`src/rtl/pgate_pkg.sv`:
```
package pgate_pkg;
  localparam int BYTE_W   = 8;
  localparam int SEC_BIT  = 5;
  localparam int OSC_HI   = 4;
  localparam int OSC_LO   = 3;
  localparam int WDOG_BIT = 2;
  localparam int HALT_BIT = 0;

  typedef enum logic [1:0] {
    TGT_PROG  = 2'd0,
    TGT_OPT   = 2'd1,
    TGT_USER  = 2'd2,
    TGT_ERASE = 2'd3
  } tgt_e;

  function automatic logic [1:0] osc_of(input logic [BYTE_W-1:0] o);
    return o[OSC_HI:OSC_LO];
  endfunction

  function automatic logic wdog_of(input logic [BYTE_W-1:0] o);
    return ~o[WDOG_BIT];
  endfunction

  function automatic logic halt_of(input logic [BYTE_W-1:0] o);
    return ~o[HALT_BIT];
  endfunction

  function automatic logic secure_of(input logic [BYTE_W-1:0] o);
    return o[SEC_BIT];
  endfunction

  // erase keeps only the security latch
  function automatic logic [BYTE_W-1:0] erase_keep(input logic [BYTE_W-1:0] o);
    logic [BYTE_W-1:0] m;
    m = '0;
    m[SEC_BIT] = 1'b1;
    return o & m;
  endfunction
endpackage

```
`src/rtl/pgate_opt.sv`:
```
module pgate_opt
  import pgate_pkg::*;
#(
  parameter logic [BYTE_W-1:0] OPT_RST = '0
) (
  input  logic              clk,
  input  logic              rst_n,
  input  logic              load,
  input  logic              erase,
  input  logic [BYTE_W-1:0] wdata,
  output logic [BYTE_W-1:0] opt_q,
  output logic [1:0]        osc_mode,
  output logic              wdog_en,
  output logic              halt_en,
  output logic              secure
);
  always_ff @(posedge clk or negedge rst_n) begin
    if (!rst_n)     opt_q <= OPT_RST;
    else if (erase) opt_q <= erase_keep(opt_q);
    else if (load)  opt_q <= wdata;
  end

  assign osc_mode = osc_of(opt_q);
  assign wdog_en  = wdog_of(opt_q);
  assign halt_en  = halt_of(opt_q);
  assign secure   = secure_of(opt_q);
endmodule

```
`src/rtl/pgate_user.sv`:
```
module pgate_user
  import pgate_pkg::*;
#(
  parameter int NBYTES = 8,
  localparam int UAW   = $clog2(NBYTES)
) (
  input  logic              clk,
  input  logic              rst_n,
  input  logic              we,
  input  logic [UAW-1:0]    addr,
  input  logic [BYTE_W-1:0] wdata,
  output logic [BYTE_W-1:0] rdata
);
  logic [BYTE_W-1:0] cells [NBYTES];

  for (genvar g = 0; g < NBYTES; g++) begin : g_cell
    always_ff @(posedge clk or negedge rst_n) begin
      if (!rst_n)                             cells[g] <= '0;
      else if (we && addr == UAW'(g))         cells[g] <= wdata;
    end
  end

  assign rdata = cells[addr];
endmodule

```
`src/rtl/pgate_ctrl.sv`:
```
module pgate_ctrl
  import pgate_pkg::*;
#(
  parameter int AW = 10
) (
  input  logic              clk,
  input  logic              rst_n,
  input  logic              req_valid,
  input  logic              req_write,
  input  logic [1:0]        req_target,
  input  logic [AW-1:0]     req_addr,
  input  logic [BYTE_W-1:0] req_wdata,
  input  logic              secure,
  input  logic [BYTE_W-1:0] opt_q,
  input  logic [BYTE_W-1:0] user_rdata,
  input  logic              mem_ack,
  input  logic [BYTE_W-1:0] mem_rdata,
  output logic              req_ready,
  output logic              resp_done,
  output logic              resp_err,
  output logic [BYTE_W-1:0] resp_rdata,
  output logic              mem_req,
  output logic              mem_we,
  output logic              mem_erase,
  output logic [AW-1:0]     mem_addr,
  output logic [BYTE_W-1:0] mem_wdata,
  output logic              opt_load,
  output logic              erase_commit,
  output logic              user_we,
  output logic              sec_rd_hit,
  output logic              refused
);
  typedef enum logic {S_IDLE, S_WAIT} st_e;
  st_e st;

  logic accept, is_prog, is_opt, is_user, is_erase, go_mem, mem_fin, local_done;
  logic [BYTE_W-1:0] local_rd;

  assign req_ready    = (st == S_IDLE);
  assign accept       = req_valid && req_ready;
  assign is_prog      = (tgt_e'(req_target) == TGT_PROG);
  assign is_opt       = (tgt_e'(req_target) == TGT_OPT);
  assign is_user      = (tgt_e'(req_target) == TGT_USER);
  assign is_erase     = (tgt_e'(req_target) == TGT_ERASE);

  assign sec_rd_hit   = accept && is_prog && !req_write && secure;
  assign refused      = accept && req_write && secure && (is_prog || is_opt);
  assign opt_load     = accept && is_opt && req_write && !secure;
  assign user_we      = accept && is_user && req_write;
  assign go_mem       = accept && ((is_prog && !secure) || is_erase);
  assign local_done   = accept && !go_mem;
  assign mem_fin      = (st == S_WAIT) && mem_ack;
  assign erase_commit = mem_fin && mem_erase;

  always_comb begin
    local_rd = '0;
    if (!req_write) begin
      if (sec_rd_hit)   local_rd = '1;
      else if (is_opt)  local_rd = opt_q;
      else if (is_user) local_rd = user_rdata;
    end
  end

  always_ff @(posedge clk or negedge rst_n) begin
    if (!rst_n) begin
      st         <= S_IDLE;
      mem_req    <= 1'b0;
      mem_we     <= 1'b0;
      mem_erase  <= 1'b0;
      mem_addr   <= '0;
      mem_wdata  <= '0;
      resp_done  <= 1'b0;
      resp_err   <= 1'b0;
      resp_rdata <= '0;
    end else begin
      resp_done <= local_done || mem_fin;
      resp_err  <= refused;
      if (local_done)                          resp_rdata <= local_rd;
      else if (mem_fin && !mem_we && !mem_erase) resp_rdata <= mem_rdata;
      else                                     resp_rdata <= '0;
      if (go_mem) begin
        st        <= S_WAIT;
        mem_req   <= 1'b1;
        mem_we    <= req_write && is_prog;
        mem_erase <= is_erase;
        mem_addr  <= req_addr;
        mem_wdata <= req_wdata;
      end else if (mem_fin) begin
        st        <= S_IDLE;
        mem_req   <= 1'b0;
        mem_we    <= 1'b0;
        mem_erase <= 1'b0;
      end
    end
  end
endmodule

```
`src/rtl/prog_access_gate.sv`:
```
module prog_access_gate
  import pgate_pkg::*;
#(
  parameter int                AW      = 10,
  parameter int                NUSER   = 8,
  parameter logic [BYTE_W-1:0] OPT_RST = '0
) (
  input  logic              clk,
  input  logic              rst_n,
  input  logic              req_valid,
  input  logic              req_write,
  input  logic [1:0]        req_target,
  input  logic [AW-1:0]     req_addr,
  input  logic [BYTE_W-1:0] req_wdata,
  output logic              req_ready,
  output logic              resp_done,
  output logic              resp_err,
  output logic [BYTE_W-1:0] resp_rdata,
  output logic              mem_req,
  output logic              mem_we,
  output logic              mem_erase,
  output logic [AW-1:0]     mem_addr,
  output logic [BYTE_W-1:0] mem_wdata,
  input  logic              mem_ack,
  input  logic [BYTE_W-1:0] mem_rdata,
  output logic [1:0]        cfg_osc_mode,
  output logic              cfg_wdog_en,
  output logic              cfg_halt_en,
  output logic              cfg_secure
);
  localparam int UAW = $clog2(NUSER);

  logic [BYTE_W-1:0] opt_q, user_rdata;
  logic opt_load, erase_commit, user_we, sec_rd_hit, refused;

  pgate_opt #(.OPT_RST(OPT_RST)) u_opt (
    .clk(clk), .rst_n(rst_n), .load(opt_load), .erase(erase_commit),
    .wdata(req_wdata), .opt_q(opt_q), .osc_mode(cfg_osc_mode),
    .wdog_en(cfg_wdog_en), .halt_en(cfg_halt_en), .secure(cfg_secure)
  );

  pgate_user #(.NBYTES(NUSER)) u_user (
    .clk(clk), .rst_n(rst_n), .we(user_we), .addr(req_addr[UAW-1:0]),
    .wdata(req_wdata), .rdata(user_rdata)
  );

  pgate_ctrl #(.AW(AW)) u_ctrl (
    .clk(clk), .rst_n(rst_n), .req_valid(req_valid), .req_write(req_write),
    .req_target(req_target), .req_addr(req_addr), .req_wdata(req_wdata),
    .secure(cfg_secure), .opt_q(opt_q), .user_rdata(user_rdata),
    .mem_ack(mem_ack), .mem_rdata(mem_rdata), .req_ready(req_ready),
    .resp_done(resp_done), .resp_err(resp_err), .resp_rdata(resp_rdata),
    .mem_req(mem_req), .mem_we(mem_we), .mem_erase(mem_erase),
    .mem_addr(mem_addr), .mem_wdata(mem_wdata), .opt_load(opt_load),
    .erase_commit(erase_commit), .user_we(user_we),
    .sec_rd_hit(sec_rd_hit), .refused(refused)
  );
endmodule

```
`config.mk`:
```
export PLATFORM = sky130hd
export DESIGN_NAME = prog_access_gate
export DESIGN_NICKNAME = d
export VERILOG_FILES = /design/src/rtl/pgate_pkg.sv /design/src/rtl/pgate_opt.sv /design/src/rtl/pgate_user.sv /design/src/rtl/pgate_ctrl.sv /design/src/rtl/prog_access_gate.sv
export SDC_FILE = /design/constraint.sdc
export NUM_CORES = 1
export LEC_CHECK = 0
export ABC_CLOCK_PERIOD_IN_PS = 3200
export BUFFER_PORTS_ARGS = -buffer_cell sky130_fd_sc_hd__buf_4
export CAP_MARGIN = 20
export CORE_ASPECT_RATIO = 0.75
export CORE_MARGIN = 5
export CORE_UTILIZATION = 40
export DETAILED_ROUTE_END_ITERATION = 10
export GPL_TIMING_DRIVEN = 0
export PLACE_DENSITY = 0.58
export SYNTH_ARGS = -nofsm -noshare
export SYNTH_HDL_FRONTEND = slang
export SYNTH_SLANG_ARGS = --single-unit
```
`constraint.sdc`:
```
create_clock -name clk -period 3.2 [get_ports clk]
set_clock_uncertainty 0.1 [all_clocks]
set_input_delay 0.96 -clock clk [delete_from_list [all_inputs] [get_ports clk]]
set_output_delay 0.96 -clock clk [all_outputs]
set_load 0.03 [all_outputs]
```
==> reports/metrics.yaml <==
setup_path:
  cp-end-kind: "flip-flop"
  startpoint_type: "input port"
  critPathArrivalTime_ns: 2.52
  cp_max_fo: 10
  cp.required_ns: 3.30
  path_class: "in -> reg"
final_layout:
  mostFrequentLayoutCell: "dfrtp_1"
  nNetsFinal: 433
  drive_above_1_share_pct: 48.40
  final_cell_mix: "dfrtp_1, mux2_2, buf_4"
  design_area_um2: 5738
  antenna_cells: 0
  syn2layout_area_growth_pct: 20.87
clock_network:
  cts_sinks: 103
  hold_buffers: 0
  postCtsSetupRepairBufs: 0
  cts_made_buffers: 9
  clkTransAtPathRegs_ns: 0.07
  clock_latency_ns: 0.34
  cts_tree: "done"
  h-tree-depth: 3
  clock_path_buffers: 2
  root_buffer: "clkbuf_16"
  postCtsResizedCells: 0
global_route:
  grt_pass1_vias: 3205
  grt_first_pass_wirelength_um: 18680
  grt_max_degree: 69
  antenna_found_initial: 0
  gr-total-overflow: 0
  grtUsageTotal_pct: 17.49
timing:
  hold_viol: 0
  maxSlewViolCount: 0
  finalSetupViolCount: 0
  max_freq_mhz: 412.0
  layout_min_cycle_time_ns: 2.427
  slew_headroom_pct: 44.56
  worstMarginPinSlew_ns: 0.8298
  finalCritPeriodShare_pct: 75.85
  tns_ns: 0
  rsz0062_at_grt: "false"
floorplan:
  die_w_um: 135.8
  fp.dieH_um: 104.3
  ios: 70
  start_util_pct: 40.87
  rows: 34
  dieArea_um2: 14170
  fp.coreArea_um2: 11610
routing:
  drc: 0
  drt_wl_total_um: 11470
  via_per_inst: 5.219
  vias: 2959
  first_iter_violations: 166
  detail_route.first_pass.iterations: 4
  wl_per_cell_um: 20.24
  detail-route-antenna-nets: 0
place:
  dpl_cell_area_um2: 5413
  place_congestion: 0.8512
  dpl.hpwl_um: 8139
  port_buffers: 58
synthesis:
  ys_seq_elements: 103
  synth_edf_count: 0
  synthArstFlopShare_pct: 100.0
  synth_cell_types: 42
  yosys_warnings: 0
  avgSynthCellArea_um2: 14.39
  syn_nets: 363
  synth_seq_area_share_pct: 54.30
  syn-instance-count: 330
  syn_area_um2: 4747
  synth_flop_cell: "dfrtp_1"
flow_run:
  cap_violations: 0
power_and_ir_drop:
  vdd_drop_max_v: 0.0003049
  p_per_area_nw_per_um2: 646.9
  power_leakage_nw: 2.750
min_path:
  min_path_type: "reg -> reg"
outcome:
  status: "complete, no violations"
[power breakdown]
part / total (mW) / switching [mW] / internal [mW]
Combinational: 0.883 / 0.471 / 0.412
Clock: 1.19 / 0.457 / 0.728
Sequential: 1.64 / 0.128 / 1.52
[cells by family (layout without fill, tap and decap cells)]
group / count (synthesis) / after routing / synth area share, %
simple gates: 49 / 49 / 6.827
compound gates: 30 / 30 / 5.140
mux: 105 / 105 / 29.23
buf+inv: 43 / 118 / 4.507
flops: 103 / 103 / 54.30
[per-stage QoR]
step	power, mW	utilization (%)	hold WS [ns]	instances	setup slack, ns
final	3.712	49.41	0.3888	567	0.7729
after global routing	3.895	49.41	0.4127	567	0.6972
after CTS	3.758	49.41	0.3933	567	0.7837
after detailed placement	2.561	46.61	0.3794	551	0.4263
after global placement	2.536	46.37	0.3677	550	0.4119
after floorplan	2.214	-	0.3526	330	0.7345
[layout make-up]
| class | count | area, um2 |
|---|---|---|
| tap | 162 | 202.7 |
| clock buffer | 13 | 260.3 |
| sequential | 103 | 2577 |
| buffer | 31 | 168.9 |
| timing repair buffer | 59 | 462.9 |
| clock inverter | 3 | 65.06 |
| multi-input combinational | 184 | 1956 |
| fill | 1066 | 5876 |
| inverter | 12 | 45.04 |
[flip-flops by register name (all words and copies together), names as in the netlist]
name and flops:
u_user.cells 64, u_ctrl.mem_addr 10, u_ctrl.mem_wdata 8, u_ctrl.resp_rdata 8
u_opt.opt_q 8, u_ctrl.mem_erase 1, u_ctrl.mem_req 1, u_ctrl.mem_we 1
u_ctrl.resp_done 1, u_ctrl.resp_err 1
[worst paths after layout]
| kind | from | end | slack, ns | cells after the start |
|---|---|---|---|---|
| worst max-delay path | req_addr[0] | u_ctrl.resp_rdata[3]$_DFF_PN0_ | 0.77 | 5 |
| worst min-delay path | u_user.cells[7]$_DFFE_PN0P_ | u_user.cells[7]$_DFFE_PN0P_ | 0.39 | 1 |
| worst max register to register | u_opt.opt_q[5]$_DFFE_PN0P_ | u_ctrl.mem_wdata[3]$_DFFE_PN0P_ | 1.16 | 4 |
| worst min register to register | u_user.cells[7]$_DFFE_PN0P_ | u_user.cells[7]$_DFFE_PN0P_ | 0.39 | 1 |
| max in group asynchronous | rst_n | u_user.cells[13]$_DFFE_PN0P_ | 1.81 | 2 |
| min in group asynchronous | rst_n | u_user.cells[52]$_DFFE_PN0P_ | 0.49 | 1 |
[layer usage]
metal,GRT usage [%],routed length (um)
met1,24.61,5273
met2,27.59,5562
met3,4.159,522
met4,3.885,116
met5,0,0
[critical path, stage by stage]
cell,delay [ns]
buf_2,0.16
buf_2,0.35
mux4_2,0.58
a32oi_1,0.31
o211ai_1,0.15
[synth_stat cells (2+ instances only)]
library cell / instances / area, um2
buf_2: 11 / 55.05
nor2_1: 2 / 7.510
nor3b_2: 2 / 25.02
o211ai_1: 7 / 52.55
and4b_1: 2 / 20.02
mux2_1: 2 / 22.52
mux2_2: 71 / 799.5
nand3_1: 14 / 70.07
a22oi_1: 7 / 52.55
nand4b_2: 2 / 30.03
buf_1: 10 / 37.54
mux2i_1: 7 / 70.07
a32oi_1: 9 / 78.83
mux4_2: 16 / 360.4
clkbuf_1: 4 / 15.01
buf_4: 4 / 30.03
and4_1: 2 / 17.52
and3b_1: 2 / 17.52
mux2_4: 9 / 135.1
dfrtp_1: 103 / 2577
inv_1: 12 / 45.04
nand3_2: 2 / 20.02
nand2_1: 11 / 41.29
No activity file was read; power rests on OpenSTA's default activity.
